**src/rtl/trap_pkg.sv**
```systemverilog
package trap_pkg;
  localparam int MODE_HI   = 15;
  localparam int PREV_HI   = 13;
  localparam int IPL_LO    = 5;
  localparam int IPL_W     = 3;
  localparam logic [15:0] TABLE_KEEP = 16'o147777;
  localparam logic [15:0] BUS_ERR_VEC = 16'd4;

  typedef enum logic [2:0] {
    ST_IDLE, ST_RDPSW, ST_RDPC, ST_INSTALL,
    ST_PUSHPSW, ST_PUSHPC, ST_LOADPC, ST_DONE
  } seqState_e;

  typedef enum logic [1:0] {A_VEC2, A_VEC, A_SP} addrSel_e;

  typedef struct packed {
    logic     latchReq;
    logic     capPsw;
    logic     capPc;
    logic     loadSp;
    logic     decSp;
    addrSel_e addrSel;
    logic     dataSelPc;
  } strobe_t;
endpackage

```
**src/rtl/trap_ctrl.sv**
```systemverilog
module trap_ctrl
  import trap_pkg::*;
(
  input  logic    clk,
  input  logic    rstN,
  input  logic    trapReq,
  input  logic    busErr,
  input  logic    memReady,
  output strobe_t strb,
  output logic    memRd,
  output logic    memWr,
  output logic    pswWe,
  output logic    pcWe,
  output logic    spWe,
  output logic    busy,
  output logic    done
);
  seqState_e state, nextState;

  always_ff @(posedge clk) begin
    if (!rstN) state <= ST_IDLE;
    else       state <= nextState;
  end

  always_comb begin
    nextState = state;
    strb      = '0;
    strb.addrSel = A_VEC2;
    memRd = 1'b0;
    memWr = 1'b0;
    pswWe = 1'b0;
    pcWe  = 1'b0;
    spWe  = 1'b0;
    unique case (state)
      ST_IDLE: if (trapReq || busErr) begin
        strb.latchReq = 1'b1;
        nextState = ST_RDPSW;
      end
      ST_RDPSW: begin
        memRd = 1'b1;
        strb.addrSel = A_VEC2;
        if (memReady) begin
          strb.capPsw = 1'b1;
          nextState = ST_RDPC;
        end
      end
      ST_RDPC: begin
        memRd = 1'b1;
        strb.addrSel = A_VEC;
        if (memReady) begin
          strb.capPc = 1'b1;
          nextState = ST_INSTALL;
        end
      end
      ST_INSTALL: begin
        pswWe = 1'b1;
        strb.loadSp = 1'b1;
        nextState = ST_PUSHPSW;
      end
      ST_PUSHPSW: begin
        memWr = 1'b1;
        strb.addrSel = A_SP;
        if (memReady) begin
          strb.decSp = 1'b1;
          nextState = ST_PUSHPC;
        end
      end
      ST_PUSHPC: begin
        memWr = 1'b1;
        strb.addrSel = A_SP;
        strb.dataSelPc = 1'b1;
        if (memReady) nextState = ST_LOADPC;
      end
      ST_LOADPC: begin
        pcWe = 1'b1;
        spWe = 1'b1;
        nextState = ST_DONE;
      end
      default: nextState = ST_IDLE;
    endcase
  end

  assign busy = (state != ST_IDLE);
  assign done = (state == ST_DONE);
endmodule

```
**src/rtl/trap_dp.sv**
```systemverilog
module trap_dp
  import trap_pkg::*;
#(
  parameter int W      = 16,
  parameter int NMODES = 4,
  localparam int SELW  = $clog2(NMODES)
)(
  input  logic              clk,
  input  logic              rstN,
  input  strobe_t           strb,
  input  logic [W-1:0]      trapVector,
  input  logic              iplValid,
  input  logic [IPL_W-1:0]  iplLevel,
  input  logic              busErr,
  input  logic [W-1:0]      curPsw,
  input  logic [W-1:0]      curPc,
  input  logic [NMODES*W-1:0] spBank,
  input  logic [W-1:0]      memRData,
  output logic [W-1:0]      memAddr,
  output logic [W-1:0]      memWData,
  output logic [W-1:0]      newPsw,
  output logic [W-1:0]      newPc,
  output logic [SELW-1:0]   spSel,
  output logic [W-1:0]      spWork
);
  localparam logic [W-1:0] WORD_STEP = W'(2);

  logic [W-1:0]     vecR, oldPswR, oldPcR;
  logic             ovrR;
  logic [IPL_W-1:0] lvlR;
  logic [W-1:0]     builtPsw;

  always_comb begin
    builtPsw = memRData & W'(TABLE_KEEP);
    if (ovrR) builtPsw[IPL_LO +: IPL_W] = lvlR;
    builtPsw[PREV_HI -: 2] = oldPswR[MODE_HI -: 2];
  end

  assign spSel = newPsw[MODE_HI -: SELW];

  always_ff @(posedge clk) begin
    if (!rstN) begin
      vecR <= '0; oldPswR <= '0; oldPcR <= '0; ovrR <= 1'b0; lvlR <= '0;
      newPsw <= '0; newPc <= '0; spWork <= '0;
    end else begin
      if (strb.latchReq) begin
        vecR    <= busErr ? W'(BUS_ERR_VEC) : trapVector;
        ovrR    <= !busErr && iplValid;
        lvlR    <= iplLevel;
        oldPswR <= curPsw;
        oldPcR  <= curPc;
      end
      if (strb.capPsw) newPsw <= builtPsw;
      if (strb.capPc)  newPc  <= memRData;
      if (strb.loadSp) spWork <= spBank[spSel*W +: W] - WORD_STEP;
      if (strb.decSp)  spWork <= spWork - WORD_STEP;
    end
  end

  always_comb begin
    unique case (strb.addrSel)
      A_VEC2:  memAddr = vecR + WORD_STEP;
      A_VEC:   memAddr = vecR;
      default: memAddr = spWork;
    endcase
  end

  assign memWData = strb.dataSelPc ? oldPcR : oldPswR;
endmodule

```
**src/rtl/trap_seq.sv**
```systemverilog
module trap_seq
  import trap_pkg::*;
#(
  parameter int W      = 16,
  parameter int NMODES = 4,
  localparam int SELW  = $clog2(NMODES)
)(
  input  logic                clk,
  input  logic                rstN,
  input  logic                trapReq,
  input  logic [W-1:0]        trapVector,
  input  logic                iplValid,
  input  logic [IPL_W-1:0]    iplLevel,
  input  logic                busErr,
  input  logic [W-1:0]        curPsw,
  input  logic [W-1:0]        curPc,
  input  logic [NMODES*W-1:0] spBank,
  output logic                busy,
  output logic                done,
  output logic [W-1:0]        memAddr,
  output logic                memRd,
  output logic                memWr,
  output logic [W-1:0]        memWData,
  input  logic [W-1:0]        memRData,
  input  logic                memReady,
  output logic                pswWe,
  output logic [W-1:0]        pswOut,
  output logic                spWe,
  output logic [SELW-1:0]     spSel,
  output logic [W-1:0]        spOut,
  output logic                pcWe,
  output logic [W-1:0]        pcOut
);
  strobe_t strb;

  trap_ctrl u_ctrl (
    .clk(clk), .rstN(rstN), .trapReq(trapReq), .busErr(busErr),
    .memReady(memReady), .strb(strb), .memRd(memRd), .memWr(memWr),
    .pswWe(pswWe), .pcWe(pcWe), .spWe(spWe), .busy(busy), .done(done)
  );

  trap_dp #(.W(W), .NMODES(NMODES)) u_dp (
    .clk(clk), .rstN(rstN), .strb(strb), .trapVector(trapVector),
    .iplValid(iplValid), .iplLevel(iplLevel), .busErr(busErr),
    .curPsw(curPsw), .curPc(curPc), .spBank(spBank), .memRData(memRData),
    .memAddr(memAddr), .memWData(memWData), .newPsw(pswOut),
    .newPc(pcOut), .spSel(spSel), .spWork(spOut)
  );
endmodule

```
**config.mk**
```make
export PLATFORM = sky130hd
export DESIGN_NAME = trap_seq
export DESIGN_NICKNAME = d
export VERILOG_FILES = /design/src/rtl/trap_pkg.sv /design/src/rtl/trap_ctrl.sv /design/src/rtl/trap_dp.sv /design/src/rtl/trap_seq.sv
export SDC_FILE = /design/constraint.sdc
export NUM_CORES = 1
export LEC_CHECK = 0
export ABC_CLOCK_PERIOD_IN_PS = 5040
export BUFFER_PORTS_ARGS = -buffer_cell sky130_fd_sc_hd__buf_2
export CAP_MARGIN = 25
export CORE_MARGIN = 1.5
export CORE_UTILIZATION = 50
export CTS_CLUSTER_SIZE = 24
export DETAILED_ROUTE_END_ITERATION = 6
export HOLD_SLACK_MARGIN = 0.12
export PLACE_DENSITY_LB_ADDON = 0.25
export SETUP_SLACK_MARGIN = 0.3
export SYNTH_ARGS = -nofsm -noshare
export SYNTH_HDL_FRONTEND = slang
export SYNTH_SLANG_ARGS = --single-unit
export TNS_END_PERCENT = 100
```
**constraint.sdc**
```tcl
create_clock -name clk -period 5.04 [get_ports clk]
set_clock_uncertainty 0.15 [all_clocks]
set_input_delay 0.504 -clock clk [delete_from_list [all_inputs] [get_ports clk]]
set_output_delay 0.504 -clock clk [all_outputs]
set_load 0.01 [all_outputs]
```
==> flow_metrics.py <==
metrics = {
    "status": {
        "status": "completed",
    },
    "floorplan": {
        "start_util": 0.510,
        "dieHeight_um": 108,
        "placementRows": 38,
        "coreArea_um2": 10800,
        "die_area_um2": 11700,
        "io_pins": 226,
        "die_w_um": 108,
    },
    "placed_design": {
        "dp_hpwl_um": 11500,
        "portBuffers": 225,
        "place_congestion": 0.874,
    },
    "sta": {
        "slew_violations": 0,
        "rsz0062_at_grt": "false",
        "tns_ns": 0,
        "worst_pin_slew_ns": 0.959,
        "slew_headroom": 0.361,
        "whs_ns": 0.215,
        "finalCriticalPeriod_ns": 3.34,
        "report.final.hold_viol_count": 0,
        "max_freq_mhz": 299,
        "fin_crit_sh": 0.663,
        "finalSetupViolCount": 0,
    },
    "synth": {
        "synth_fa_ha_area_frac": 0.0136,
        "synth_top_family_by_area": "simple AND/OR/NAND/NOR gates",
        "syn_inst": 690,
        "synthMuxAreaShare": 0.122,
        "synthTopCellsByArea": "dfxtp_1 (37%), nand2_1 (14%), a21oi_1 (8.5%), mux4_2 (6.1%), mux2_2 (3.5%)",
        "synth_nets": 833,
        "synth_top_area_frac": 0.374,
        "ys_ff_latch": 103,
        "avgSynthCellArea_um2": 7.98,
        "ys_async_sr_fraction": 0,
        "ys_warn_count": 0,
        "yosys.area_share.simple": 0.264,
        "seq_area_frac_synth": 0.374,
        "synth_cell_types": 66,
        "synth_top_flop_cell": "dfxtp_1",
        "synth_edf_count": 0,
        "yosysMostFrequentCell": "nand2_1",
        "synth_area_leader_cell": "dfxtp_1",
        "synth_top_cells_by_count": "nand2_1 (201), dfxtp_1 (103), a21oi_1 (93), clkbuf_1 (39), nor2_1 (32)",
        "syn-cell-area_um2": 5510,
        "synth_compound_area_frac": 0.161,
        "synth_xor_area_frac": 0.0239,
    },
    "setup_path": {
        "regToRegEndpoint": "u_dp.spWork[9]",
        "cp.required_ns": 4.39,
        "r2r_cells": 7,
        "path_class": "flop to primary output",
        "crit_path_start_kind": "flop",
        "worstPathMaxFanout": 6,
        "reg2reg_slack_ns": 1.85,
        "cp.arrival_ns": 2.69,
        "r2r-start": "u_dp.newPsw[15]",
        "end_kind": "primary output",
    },
    "power": {
        "peakVddDrop_v": 0.000221,
        "power_mw": 2.70,
        "internal_power_mw": 1.65,
        "power_density_nw_per_um2": 392,
        "p_leak_nw": 2.98,
        "seq_power_share": 0.413,
        "swShare": 0.387,
        "power_frac_clock": 0.197,
        "net-switching-power_mw": 1.04,
        "pwr-share-comb": 0.391,
    },
    "worst_hold_path": {
        "whs_path_depth": 3,
        "hold_class": "input port to flop",
        "min_from": "iplLevel[1]",
        "holdPathEnd": "u_dp.lvlR[1]",
    },
    "grt": {
        "met2_usage": 0.439,
        "grt_max_degree": 60,
        "grt_pass1_vias": 5358,
        "grtUsageMet1": 0.333,
        "grt_use_total": 0.267,
        "grt_pass1_wl_um": 24800,
        "grt-ovfl-total": 0,
        "use_met3": 0.0609,
        "antenna_found_initial": 0,
        "gr-max-usage-layer": "met2",
    },
    "final_layout": {
        "antenna_cells": 0,
        "drive_above_1_share": 0.330,
        "seq_area_um2": 2060,
        "fin_nets": 1027,
        "multi_input_area_um2": 3220,
        "finish.utilization": 0.638,
        "fillers": 962,
        "area_delta_synth_final_pct": 25.0,
    },
    "route": {
        "via_per_inst": 5.58,
        "drt-initial-drc-count": 450,
        "drt_first_pass_iters": 5,
        "num_vias": 5735,
        "ant_nets": 0,
        "wl_per_cell_um": 15.4,
        "drc": 0,
        "drt-total-wl_um": 15800,
    },
    "cts": {
        "cts.sinks": 103,
        "cts.path.max_buffers": 2,
        "postCtsHoldBufs": 0,
        "cts_made_buffers": 9,
        "cts_setup_buffers": 0,
        "cts.clk_slew.worst_paths_ns": 0.10,
        "cts_resized": 0,
        "cts_tree": "yes",
        "cts_root_buf": "clkbuf_8",
        "clock_latency_ns": 0.37,
        "h-tree-depth": 3,
    },
    "job": {
        "maxCapViolCount": 0,
    },
}
==> power groups by stage <==
stage / Sequential [mW] / Combinational, mW / Clock [mW]
floorplan: 1.11 / 0.696 / 0
global placement: 1.12 / 0.981 / 0
detailed placement: 1.14 / 1.01 / 0
CTS: 1.12 / 1.01 / 0.538
global route: 1.14 / 1.16 / 0.574
finish: 1.11 / 1.05 / 0.530
==> critical path, cell delays in order (launching register included) <==
cell,delay [ns]
dfxtp_1,0.39
inv_1,0.08
ha_1,0.26
nor2b_1,0.23
nor4b_1,0.49
and2_1,0.27
nand4_1,0.13
xnor2_1,0.15
o21ai_0,0.16
buf_2,0.16
==> through the flow <==
stage | cell area, um^2 | cells | setup slack, ns
after global routing | 6880 | 1028 | 1.44
after floorplan | 5510 | 690 | 1.70
after CTS | 6830 | 1026 | 1.39
after detailed placement | 6630 | 1011 | 1.43
final | 6880 | 1028 | 1.70
after global placement | 6630 | 1011 | 1.56
==> cell type report <==
class / count / area share
clock buffers: 11 / 0.0205
clock inverters: 4 / 0.00782
repair buffers: 230 / 0.175
well taps: 140 / 0.0254
multi-input cells: 534 / 0.468
flip-flops and latches: 103 / 0.300
inverters: 6 / 0.00327
==> per-layer routing <==
layer,vias to the layer above,share of wire
met5,-,0
met4,0,0.029
met3,46,0.075
met2,238,0.49
met1,2666,0.41
li1,2785,-
==> cell usage in the layout (no fill, tap or decap), drive strengths merged, types with 3 or more instances in the layout <==
cell type / synthesis / layout
clkbuf: 39 / 11
dfxtp: 103 / 103
nand3: 13 / 13
nand4: 5 / 5
xor2: 7 / 7
mux4: 16 / 16
buf: 8 / 230
inv: 5 / 6
xnor2: 8 / 8
mux2i: 9 / 9
or2: 3 / 3
nor4: 4 / 4
a22oi: 5 / 5
a31oi: 3 / 3
or4: 5 / 5
and2: 7 / 7
ha: 6 / 6
mux2: 19 / 19
nand2b: 5 / 5
o31ai: 3 / 3
a211oi: 7 / 7
nor3: 13 / 13
a21oi: 93 / 93
nor2: 32 / 32
nand3b: 17 / 17
o21ai: 23 / 23
and3: 4 / 4
nand2: 202 / 202
==> worst max path at each step <==
stage / startpoint / cells past startpoint / slack [ns] / end
finish: u_ctrl.state[0] / 9 / 1.70 / memAddr[14]
global route: u_ctrl.state[0] / 9 / 1.44 / memAddr[14]
CTS: u_dp.newPsw[14] / 7 / 1.39 / u_dp.spWork[9]
detailed placement: u_dp.newPsw[14] / 7 / 1.43 / u_dp.spWork[9]
global placement: u_dp.newPsw[14] / 7 / 1.56 / u_dp.spWork[9]
floorplan: u_ctrl.state[0] / 11 / 1.70 / u_dp.spWork[9]
==> registers in the layout, indices dropped and copies added (netlist names) <==
register      flops
u_ctrl.state      3
u_dp.lvlR         3
u_dp.newPc       16
u_dp.newPsw      16
u_dp.oldPcR      16
u_dp.oldPswR     16
u_dp.ovrR         1
u_dp.spWork      16
u_dp.vecR        16
==> logic make-up after synthesis <==
| group | count (synthesis) |
|---|---|
| and+or+nand+nor | 318 |
| AOI/OAI and AO/OA | 151 |
| DFF | 103 |
| buffers and inverters | 53 |
| muxes | 44 |
| xor gates and xnor gates | 15 |
| adders and majority gates | 6 |
Note: power is estimated with default switching activity, not from simulation.
